$ cat src/rtl/const_alu_pkg.sv
`timescale 1ns/1ps
package const_alu_pkg;

  typedef enum logic [1:0] {
    OP_QUAD  = 2'b00,
    OP_MOD16 = 2'b01,
    OP_MUL9  = 2'b10,
    OP_MIN   = 2'b11
  } aluOp_e;

  // one strobe per candidate result, driven by the control decoder
  typedef struct packed {
    logic selQuad;
    logic selMod;
    logic selMul;
    logic selMin;
  } aluSel_t;

endpackage

$ cat src/rtl/const_alu_ctrl.sv
`timescale 1ns/1ps
module const_alu_ctrl
  import const_alu_pkg::*;
(
  input  logic [1:0] opCode,
  output aluSel_t    sel
);

  aluOp_e opDec;

  always_comb begin
    opDec = aluOp_e'(opCode);
    sel   = '0;
    unique case (opDec)
      OP_QUAD:  sel.selQuad = 1'b1;
      OP_MOD16: sel.selMod  = 1'b1;
      OP_MUL9:  sel.selMul  = 1'b1;
      OP_MIN:   sel.selMin  = 1'b1;
      default:  sel         = '0;
    endcase
  end

endmodule

$ cat src/rtl/const_alu_dp.sv
`timescale 1ns/1ps
module const_alu_dp
  import const_alu_pkg::*;
#(
  parameter int WIDTH    = 8,
  parameter int QUAD_SH  = 2,  // four times = shift by two
  parameter int MOD_BITS = 4,  // multiple of sixteen = low four bits zero
  parameter int MUL_SH   = 3   // nine times = (x << 3) + x
) (
  input  logic [WIDTH-1:0] opA,
  input  logic [WIDTH-1:0] opB,
  input  aluSel_t          sel,
  output logic [WIDTH-1:0] result
);

  localparam int EXT_W = WIDTH + QUAD_SH;

  logic [EXT_W-1:0] aExt;
  logic [EXT_W-1:0] bScaled;
  logic             quadHit;
  logic             modHit;
  logic [WIDTH-1:0] aShifted;
  logic [WIDTH-1:0] mulRes;
  logic [WIDTH-1:0] minRes;
  logic [WIDTH-1:0] quadWord;
  logic [WIDTH-1:0] modWord;

  // quadruple test at full width so large opB cannot wrap into a match
  assign aExt    = {{QUAD_SH{1'b0}}, opA};
  assign bScaled = {opB, {QUAD_SH{1'b0}}};
  assign quadHit = (aExt == bScaled);

  // multiple of 2**MOD_BITS
  assign modHit = ~|opA[MOD_BITS-1:0];

  // constant multiply via shift and add, truncated to WIDTH
  assign aShifted = opA << MUL_SH;
  assign mulRes   = aShifted + opA;

  // unsigned minimum, ties resolve to opA
  assign minRes = (opB < opA) ? opB : opA;

  // predicates become zero-extended boolean words
  assign quadWord = {{(WIDTH-1){1'b0}}, quadHit};
  assign modWord  = {{(WIDTH-1){1'b0}}, modHit};

  // AND-OR merge, one lane per bit
  for (genvar i = 0; i < WIDTH; i++) begin : g_lane
    assign result[i] = (sel.selQuad & quadWord[i]) |
                       (sel.selMod  & modWord[i])  |
                       (sel.selMul  & mulRes[i])   |
                       (sel.selMin  & minRes[i]);
  end

endmodule

$ cat src/rtl/const_alu.sv
`timescale 1ns/1ps
module const_alu
  import const_alu_pkg::*;
#(
  parameter int WIDTH = 8
) (
  input  logic [WIDTH-1:0] opA,
  input  logic [WIDTH-1:0] opB,
  input  logic [1:0]       opCode,
  output logic [WIDTH-1:0] result
);

  aluSel_t selBus;

  const_alu_ctrl ctrl_i (
    .opCode (opCode),
    .sel    (selBus)
  );

  const_alu_dp #(
    .WIDTH    (WIDTH),
    .QUAD_SH  (2),
    .MOD_BITS (4),
    .MUL_SH   (3)
  ) dp_i (
    .opA    (opA),
    .opB    (opB),
    .sel    (selBus),
    .result (result)
  );

endmodule

$ cat config.mk
export PLATFORM = sky130hd
export DESIGN_NAME = const_alu
export DESIGN_NICKNAME = d
export VERILOG_FILES = /design/src/rtl/const_alu_pkg.sv /design/src/rtl/const_alu_ctrl.sv /design/src/rtl/const_alu_dp.sv /design/src/rtl/const_alu.sv
export SDC_FILE = /design/constraint.sdc
export NUM_CORES = 1
export LEC_CHECK = 0
export ABC_AREA = 1
export BUFFER_PORTS_ARGS = -buffer_cell sky130_fd_sc_hd__buf_2
export CAP_MARGIN = 20
export CORE_UTILIZATION = 35
export DETAILED_ROUTE_END_ITERATION = 12
export PLACE_DENSITY = 0.64
export SLEW_MARGIN = 0
export SYNTH_ARGS = -nofsm -noshare
export SYNTH_HDL_FRONTEND = slang
export SYNTH_SLANG_ARGS = --single-unit
$ cat constraint.sdc
create_clock -name vclk -period 3.8
set_clock_uncertainty 0.2 [all_clocks]
set_input_delay 0.19 -clock vclk [all_inputs]
set_output_delay 0.19 -clock vclk [all_outputs]
set_load 0.03 [all_outputs]
==> run_results.csv, run 1 <==
group,metric,value,unit
detailed_routing,first_pass_iters,4,
worst_setup_path,cpMostUsedCell,"nand2_1",
placed_design,hpwlAfterDp,1591,um
worst_setup_path,crit_slowest_cell,"fa_1",
clocking,cts_hold_buf,0,
cells_and_area,multi_input_area,590.6,um2
floorplanning,die_area,2159,um2
synth,synth_area_leader_cell,"nand2_1",
power,p_per_area,143.2,nW/um2
cells_and_area,final_common_cell,"nand2_1",
timing,timing.final.ws_setup,1.819,ns
cells_and_area,nClkBuffers,0,
worst_setup_path,path_buf_inv,4,
floorplanning,rows,15,
synth,yosys-top-cells-area,"nand2_1, ha_1, nand3_1, inv_1, inv_2",
timing,hold_ws,0.5895,ns
worst_setup_path,end_kind,"output port",
worst_setup_path,cpPeakStageDelay,0.35,ns
synth,synth_area,691.9,um2
timing,tns,0,ns
synth,synthesis.nets,161,
synth,synth_top_family_by_area,"simple AND/OR/NAND/NOR gates",
detailed_routing,viasPerCell,4.676,
synth,synth-xor-area-share,0.03797,
flow_run,drv_cap,0,
synth,synth-seq-area-share,0,
worst_setup_path,crit_required,3.41,ns
placed_design,place.gp.congestion,0.8340,
grt,grt_start_max_net_pins,9,
cells_and_area,nNetsFinal,189,
timing,fin_crit_sh,0.5213,
power,p_leak,0.5718,nW
synth,synth_top_area_frac,0.2604,
timing,fmax,504.8,MHz
synth,synth_compound_area_frac,0.1013,
hold_path,hp-class,"input pin to output port",
floorplanning,dieWidth,46.46,um
clocking,cts_setup_buffers,0,
synth,avgSynthCellArea,5.282,um2
floorplanning,core_area,1783,um2
cells_and_area,final_cells,182,
cells_and_area,seq_cells,0,
grt,grt_pass1_wl,2925,um
detailed_routing,drc,0,
timing,slew_violations,0,
cells_and_area,most-common-layout-cells,"nand2_1, buf_2, inv_1",
timing,worst_slew_pin_slew,0.2132,ns
grt,grt_pass1_vias,700,
floorplanning,die_h,46.46,um
synth,synthCells,131,
timing,finalSetupViolCount,0,
detailed_routing,wl_per_cell,9.857,um
detailed_routing,via_count,851,
synth,synth_fa_ha_area_frac,0.2278,
cells_and_area,fill_cells,207,
timing,rsz0062_at_grt,"no",
cells_and_area,drive_gt1_frac,0.2548,
floorplanning,start_util,0.3881,
cells_and_area,area_growth,23.33,%
worst_setup_path,critPathTopFamily,"adder cells",
cells_and_area,antenna-diode-count,0,
cells_and_area,final_util,0.4786,
floorplanning,ioPinCount,26,
grt,grt-ovfl-total,0,
synth,ys_types,18,
synth,yosysWarnings,0,
placed_design,post-place-ws,1.826,ns
worst_setup_path,cp.arrival,1.59,ns
placed_design,place_inst,182,
timing,timing.slew.headroom,0.8564,
synth,synthSimpleGateAreaFrac,0.4864,
grt,grt_usage,0.1820,
timing,period_minus_slack,1.981,ns
detailed_routing,ant_nets,0,
placed_design,portBuffers,26,
power,ir_drop,59.98,uV
synth,muxShareOfSynthArea,0,
grt,antenna_found_initial,0,
detailed_routing,drtIter0Drc,7,
worst_setup_path,cp_cell_sequence,"buf_2 -> ha_1 -> inv_1 -> fa_1 -> inv_1 -> nand2_1 -> nand2_1 -> a21oi_1 -> a21oi_1 -> o21ai_0 -> nand2_1 -> buf_2",
clocking,ctsResizeCount,0,
timing,hold_viol,0,
cells_and_area,final-seq-area,0,um2
worst_setup_path,cp-start-kind,"input pin",
worst_setup_path,worst-setup-path-type,"input pin to output port",
run_status,outcome,"finished, final reports clean",
worst_setup_path,crit_fanout,4,
detailed_routing,drt_wl_total,1794,um
[cell type report]
class | count | area share
multi-input combinational | 104 | 0.6921
timing repair buffer | 26 | 0.1525
tap | 25 | 0.03666
inverter | 27 | 0.1188
[metrics by stage]
step | total power [mW] | instance area [um2]
floorplan | 0.08537 | 691.9
global placement | 0.1211 | 853.3
detailed placement | 0.1220 | 853.3
CTS | 0.1226 | 853.3
global route | 0.1381 | 853.3
finish | 0.1222 | 853.3
[Yosys cell counts, drive strengths merged]
cell and number:
xor2 1, nor3 1, xnor2 2, o21ai 3, inv 27, nor2 7, fa 1, a31oi 1
nand2 51, ha 11, nand3 18, o21a 1, a21oi 6, or2 1
[report_power, final]
| group | total [mW] | leakage, nW | internal, mW | switching, mW |
|---|---|---|---|---|
| combinational | 0.122 | 0.572 | 0.0441 | 0.0781 |
| sequential | 0 | 0 | 0 | 0 |
| clock | 0 | 0 | 0 | 0 |
[tightest hold or removal path, cell delays in order]
cell and delay, ns:
buf_2 0.13, nand3_1 0.08, nand2_1 0.04, buf_2 0.16
[final timing paths]
path | endpoint | cells past startpoint | startpoint
min | result[2] | 4 | opCode[1]
max | result[7] | 12 | opA[0]
[kinds of logic (layout without fill, tap and decap cells)]
| group | Yosys count | after routing |
|---|---|---|
| and+or+nand+nor | 78 | 78 |
| buffers and inverters | 27 | 53 |
| adders and majority gates | 12 | 12 |
| AOI/OAI and AO/OA | 11 | 11 |
| xor gates and xnor gates | 3 | 3 |
[per-layer routing]
metal | track usage | routed length (um)
met5 | 0 | 0
met1 | 0.2656 | 919
met2 | 0.3139 | 803
met3 | 0 | 71
met4 | 0 | 0
Note: power is estimated with default switching activity, not from simulation.
==> inputs of run 2 (changes only) <==
--- a/config.mk
+++ b/config.mk
@@ -5,12 +5,12 @@
 export SDC_FILE = /design/constraint.sdc
 export NUM_CORES = 1
 export LEC_CHECK = 0
-export ABC_AREA = 1
+export ABC_AREA = 0
 export BUFFER_PORTS_ARGS = -buffer_cell sky130_fd_sc_hd__buf_2
 export CAP_MARGIN = 20
 export CORE_UTILIZATION = 35
 export DETAILED_ROUTE_END_ITERATION = 12
-export PLACE_DENSITY = 0.64
+export PLACE_DENSITY = 0.66
 export SLEW_MARGIN = 0
 export SYNTH_ARGS = -nofsm -noshare
 export SYNTH_HDL_FRONTEND = slang
==> constraint.sdc (replaced) <==
create_clock -name vclk -period 1.9
set_clock_uncertainty 0.2 [all_clocks]
set_input_delay 0.095 -clock vclk [all_inputs]
set_output_delay 0.095 -clock vclk [all_outputs]
set_load 0.03 [all_outputs]
==> run 2 against run 1 <==
The flow now finishes with violations (negative setup slack); combinational power grew to 3.1 times the previous value; clock-buffer cell count unchanged; synthesized cell count down 38%; setup slack worse by 1.8 ns; flip-flop and latch count did not move; global-route usage up 3.3 points; first-iteration DRC count up 14%; power rose to 3.1 times the previous value; critical path depth is 2 lower; critical path type unchanged; highest routed layer unchanged.
==> run_results.csv, run 2 <==
group,metric,value,unit
floorplanning,dieWidth,43.34,um
timing,timing.slew.headroom,0.7950,
synth,synthesis.nets,111,
timing,fmax,523.7,MHz
placed_design,portBuffers,26,
floorplanning,core_area,1559,um2
synth,synthCells,81,
run_status,violations,"negative setup slack",
synth,ys_types,21,
synth,synth_common_cells,"ha_1, inv_1, xnor2_1, a21oi_1, mux2i_1",
floorplanning,die_h,43.34,um
synth,yosys-top-cells-area,"ha_1, xnor2_1, mux2i_1, inv_1, a21oi_1",
timing,finalSetupViolCount,1,
cells_and_area,nNetsFinal,158,
worst_setup_path,crit_fanout,4,
timing,fin_crit_sh,1.005,
placed_design,hpwlAfterDp,1543,um
cells_and_area,seq_cells,0,
synth,avgSynthCellArea,7.384,um2
detailed_routing,wl_per_cell,14.27,um
synth,synth_area,598.1,um2
cells_and_area,drive_gt1_frac,0.6667,
timing,rsz0062_at_grt,"yes",
synth,synth-seq-area-share,0,
worst_setup_path,cp-start-kind,"input pin",
timing,timing.final.ws_setup,-0.009478,ns
timing,hold_ws,0.4235,ns
power,p_per_area,321.3,nW/um2
worst_setup_path,end_kind,"output port",
detailed_routing,via_count,755,
synth,synth_top_area_frac,0.2301,
grt,antenna_found_initial,0,
cells_and_area,most-common-layout-cells,"buf_4, buf_2, buf_6",
timing,worst_slew_pin_slew,0.3065,ns
power,p_leak,0.5120,nW
synth,synth_area_leader_cell,"ha_1",
floorplanning,ioPinCount,26,
worst_setup_path,cp.arrival,1.61,ns
cells_and_area,nClkBuffers,0,
cells_and_area,final_common_cell,"buf_4",
worst_setup_path,cp_cell_sequence,"buf_6 -> inv_2 -> ha_4 -> nor2_2 -> nor3_2 -> buf_4 -> a211oi_4 -> nor2_1 -> a311o_1 -> buf_6",
worst_setup_path,worst-setup-path-type,"input pin to output port",
worst_setup_path,crit_slowest_cell,"a211oi_4",
detailed_routing,first_pass_iters,4,
detailed_routing,drtIter0Drc,8,
floorplanning,die_area,1878,um2
flow_run,drv_cap,0,
grt,grt_pass1_wl,3187,um
placed_design,place.gp.congestion,0.8321,
detailed_routing,viasPerCell,5.317,
grt,grt_pass1_vias,723,
floorplanning,start_util,0.3836,
worst_setup_path,cpPeakStageDelay,0.33,ns
cells_and_area,final-seq-area,0,um2
power,ir_drop,171.1,uV
grt,grt_usage,0.2154,
synth,yosysWarnings,0,
worst_setup_path,cpMostUsedCell,"buf_6",
grt,grt_start_max_net_pins,13,
cells_and_area,final_util,0.7480,
detailed_routing,drt_wl_total,2026,um
cells_and_area,antenna-diode-count,0,
timing,hold_viol,0,
cells_and_area,fill_cells,109,
timing,period_minus_slack,1.909,ns
hold_path,hp-class,"input pin to output port",
detailed_routing,drc,0,
floorplanning,rows,14,
cells_and_area,area_growth,94.98,%
timing,slew_violations,0,
grt,grt-ovfl-total,0,
detailed_routing,ant_nets,0,
run_status,outcome,"finished with violations",
worst_setup_path,crit_required,1.60,ns
-- run 2: what timing repair did --
item                       4_1_cts  5_1_grt
pin swaps                       12        7
resized for setup               29       30
setup endpoints to repair        8        8
setup buffers                    0        1
hold buffers                     0        0
-- run 2: path summary, 6_finish.rpt --
kind,to,depth (start not counted),start
max,result[0],10,opA[3]
min,result[0],3,opB[0]
-- run 2: report_power, final --
group / switching, mW / leakage (nW) / internal (mW) / total, mW
Sequential: 0 / 0 / 0 / 0
Combinational: 0.187 / 0.512 / 0.188 / 0.375
Clock: 0 / 0 / 0 / 0
Total: 0.187 / 0.512 / 0.188 / 0.375
-- run 2: metrics by stage --
step	setup slack [ns]	TNS, ns	instances	cell area (um2)	total power, mW
final	-0.009478	-0.009478	142	1166	0.3747
after global placement	-0.1847	-0.8206	141	917.1	0.2732
after CTS	0.002852	0	141	1057	0.3235
after floorplan	0.006259	0	81	624.3	0.1729
after detailed placement	-0.2326	-1.099	141	917.1	0.2783
after global routing	-0.1271	-0.4300	142	1166	0.4016
-- run 2: routing by layer --
| layer | vias up | wire length (um) | GRT usage |
|---|---|---|---|
| li1 | 377 | - | - |
| met1 | 364 | 952 | 0.3171 |
| met2 | 14 | 1045 | 0.3788 |
| met3 | 0 | 28 | 0 |
| met4 | 0 | 0 | 0 |
| met5 | - | 0 | 0 |
-- run 2: final cells by class --
class / instances / area, um2 / share of cell area
Multi-Input combinational cell: 68 / 742.0 / 0.6363
Tap cell: 16 / 20.02 / 0.01717
Timing Repair Buffer: 47 / 360.3 / 0.3090
Inverter: 11 / 43.79 / 0.03755
-- run 2: cell families after synthesis --
group           synth area share
simple gates              0.1381
mux                       0.1172
xor+xnor                  0.1464
buf+inv                  0.08160
compound gates            0.2531
fa+ha+maj                 0.2636
-- run 2: critical path, delay by kind of cell --
kind / cells / cell delay, ns
compound gates: 2 / 0.62
buf+inv: 4 / 0.47
simple gates: 3 / 0.23
fa+ha+maj: 1 / 0.21
==> inputs of run 3 (changes only) <==
--- a/config.mk
+++ b/config.mk
@@ -14,4 +14,5 @@
 export SLEW_MARGIN = 0
 export SYNTH_ARGS = -nofsm -noshare
 export SYNTH_HDL_FRONTEND = slang
+export SYNTH_HIERARCHICAL = 1
 export SYNTH_SLANG_ARGS = --single-unit
==> run 3 against run 2 <==
The run still ends with negative setup slack left; clock-buffer cell count unchanged; non-clock buffer count up 2; synthesized cell count down 9.9%; core utilization up 3.4 points; routed wire length up 14%; global-route usage down 0.38 points.
==> run_results.csv, run 3 <==
group,metric,value,unit
run_status,outcome,"finished with violations",
run_status,violations,"negative setup slack",
synth,synth_common_cells,"ha_1, inv_1, nor2_1",
synth,synth-xor-area-share,0.1474,
floorplanning,start_util,0.3856,
floorplanning,die_h,43.21,um
grt,grt_usage,0.2116,
worst_setup_path,critPathTopFamily,"compound AO/OA/AOI/OAI gates",
timing,rsz0062_at_grt,"yes",
timing,slew_violations,0,
grt,grt_pass1_wl,3084,um
detailed_routing,drt_wl_total,2319,um
hold_path,hp-class,"input pin to output port",
worst_setup_path,end_kind,"output port",
synth,yosysMostFrequentCell,"ha_1",
placed_design,portBuffers,26,
grt,grt_pass1_vias,751,
detailed_routing,first_pass_iters,4,
cells_and_area,nNetsFinal,154,
worst_setup_path,worst-setup-path-type,"input pin to output port",
synth,synthSimpleGateAreaFrac,0.1558,
floorplanning,dieWidth,43.21,um
detailed_routing,drc,0,
synth,muxShareOfSynthArea,0.08421,
timing,finalSetupViolCount,7,
placed_design,place_inst,137,
worst_setup_path,cp_cell_sequence,"buf_6 -> inv_4 -> ha_4 -> a211o_1 -> a21oi_2 -> o31ai_4 -> a21o_1 -> a221o_2 -> buf_6",
detailed_routing,ant_nets,0,
cells_and_area,antenna-diode-count,0,
synth,synth_top_area_frac,0.2316,
detailed_routing,drtIter0Drc,9,
timing,timing.final.ws_setup,-0.1216,ns
cells_and_area,final_cells,138,
synth,synthesis.nets,103,
cells_and_area,final_area,1205,um2
worst_setup_path,crit_fanout,3,
synth,ys_types,24,
detailed_routing,viasPerCell,5.341,
cells_and_area,fill_cells,91,
flow_run,drv_cap,0,
worst_setup_path,cp-start-kind,"input pin",
synth,synth_top_family_by_area,"compound AO/OA/AOI/OAI gates",
worst_setup_path,crit_slowest_cell,"a221o_2",
cells_and_area,most-common-layout-cells,"buf_4, buf_6, ha_4",
grt,grt_start_max_net_pins,6,
synth,synth_area_leader_cell,"ha_1",
worst_setup_path,cpPeakStageDelay,0.36,ns
timing,worst_slew_pin_slew,0.3209,ns
floorplanning,die_area,1867,um2
timing,timing.slew.headroom,0.7861,
worst_setup_path,cpMostUsedCell,"buf_6",
cells_and_area,final_common_cell,"buf_4",
synth,yosysWarnings,6,
clocking,cts_hold_buf,0,
worst_setup_path,crit_required,1.60,ns
grt,grt-ovfl-total,0,
power,p_per_area,315.7,nW/um2
cells_and_area,final-seq-area,0,um2
cells_and_area,seq_cells,0,
cells_and_area,nClkBuffers,0,
timing,hold_viol,0,
cells_and_area,area_growth,102.7,%
placed_design,hpwlAfterDp,1533,um
synth,synthCells,73,
placed_design,placed_area,935.9,um2
cells_and_area,drive_gt1_frac,0.6557,
worst_setup_path,cp.arrival,1.73,ns
floorplanning,ioPinCount,26,
synth,avgSynthCellArea,8.141,um2
detailed_routing,wl_per_cell,16.80,um
floorplanning,core_area,1541,um2
timing,fmax,494.6,MHz
power,ir_drop,162.6,uV
synth,synth_compound_area_frac,0.2842,
synth,synth_fa_ha_area_frac,0.2653,
synth,synth_area,594.3,um2
synth,synth-seq-area-share,0,
synth,yosys-top-cells-area,"ha_1, mux2i_1, xnor2_1, xor2_1, inv_1",
timing,period_minus_slack,2.022,ns
floorplanning,rows,14,
timing,fin_crit_sh,1.064,
placed_design,place.gp.congestion,0.8689,
grt,antenna_found_initial,0,
power,p_leak,0.5382,nW
timing,hold_ws,0.4406,ns
worst_setup_path,path_buf_inv,3,
detailed_routing,via_count,737,
run 3: cell count changes in the layout (fill, tap and decap cells not counted), moves of 4 or more:
cell,previous run,this run
nand2_1,5,1
xor2_1,0,5
a21oi_2,8,1
buf_2,15,7
xnor2_1,10,5
nor2_1,1,5
buf_6,12,18
run 3: metal layers:
layer  track usage  routed length (um)  vias to the layer above
met1        0.2545                 855                      353
met3      0.004255                  37                        4
met4       0.05455                  30                        0
li1              -                   -                      364
met2        0.4030                1396                       16
met5             0                   0                        -
run 3: repair_timing:
| item | CTS | global route |
|---|---|---|
| pin swaps | 6 | 13 |
| setup buffers | 0 | 1 |
| endpoints found under the setup margin | 8 | 8 |
| gates resized for setup | 18 | 47 |
run 3: final cells by class:
cell class / instances / area, um2 / share of cell area
timing repair buffer: 49 / 425.4 / 0.3531
tap: 16 / 20.02 / 0.01661
multi-input combinational: 63 / 711.9 / 0.5909
inverter: 10 / 47.55 / 0.03946
run 3: cells by family after synthesis:
kind of cell | after synthesis
AO/OA/AOI/OAI | 19
XOR/XNOR | 10
adder cells (fa/ha/maj) | 12
buffers and inverters | 10
multiplexers | 5
AND/OR/NAND/NOR | 17
run 3: path summary, 6_finish.rpt:
kind	slack (ns)	depth (start not counted)	end	from
setup / recovery	-0.12	9	result[0]	opA[5]
hold / removal	0.44	4	result[2]	opB[2]
run 3: stage by stage:
| step | utilization | worst slack, ns | total power [mW] | setup TNS [ns] |
|---|---|---|---|---|
| 3_5_place_dp | 0.6071 | -0.1766 | 0.2848 | -0.8700 |
| 5_1_grt | 0.7817 | -0.1711 | 0.4038 | -0.6560 |
| 2_1_floorplan | - | 0.01258 | 0.1748 | 0 |
| 6_report | 0.7817 | -0.1216 | 0.3804 | -0.2344 |
| 4_1_cts | 0.6567 | -0.09394 | 0.3116 | -0.4227 |
| 3_3_place_gp | 0.6071 | -0.1490 | 0.2770 | -0.5802 |
run 3: power breakdown:
| group | internal, mW | total [mW] | leakage (nW) | switching, mW |
|---|---|---|---|---|
| Sequential | 0 | 0 | 0 | 0 |
| Combinational | 0.198 | 0.380 | 0.538 | 0.182 |
| Clock | 0 | 0 | 0 | 0 |
| Total | 0.198 | 0.380 | 0.538 | 0.182 |
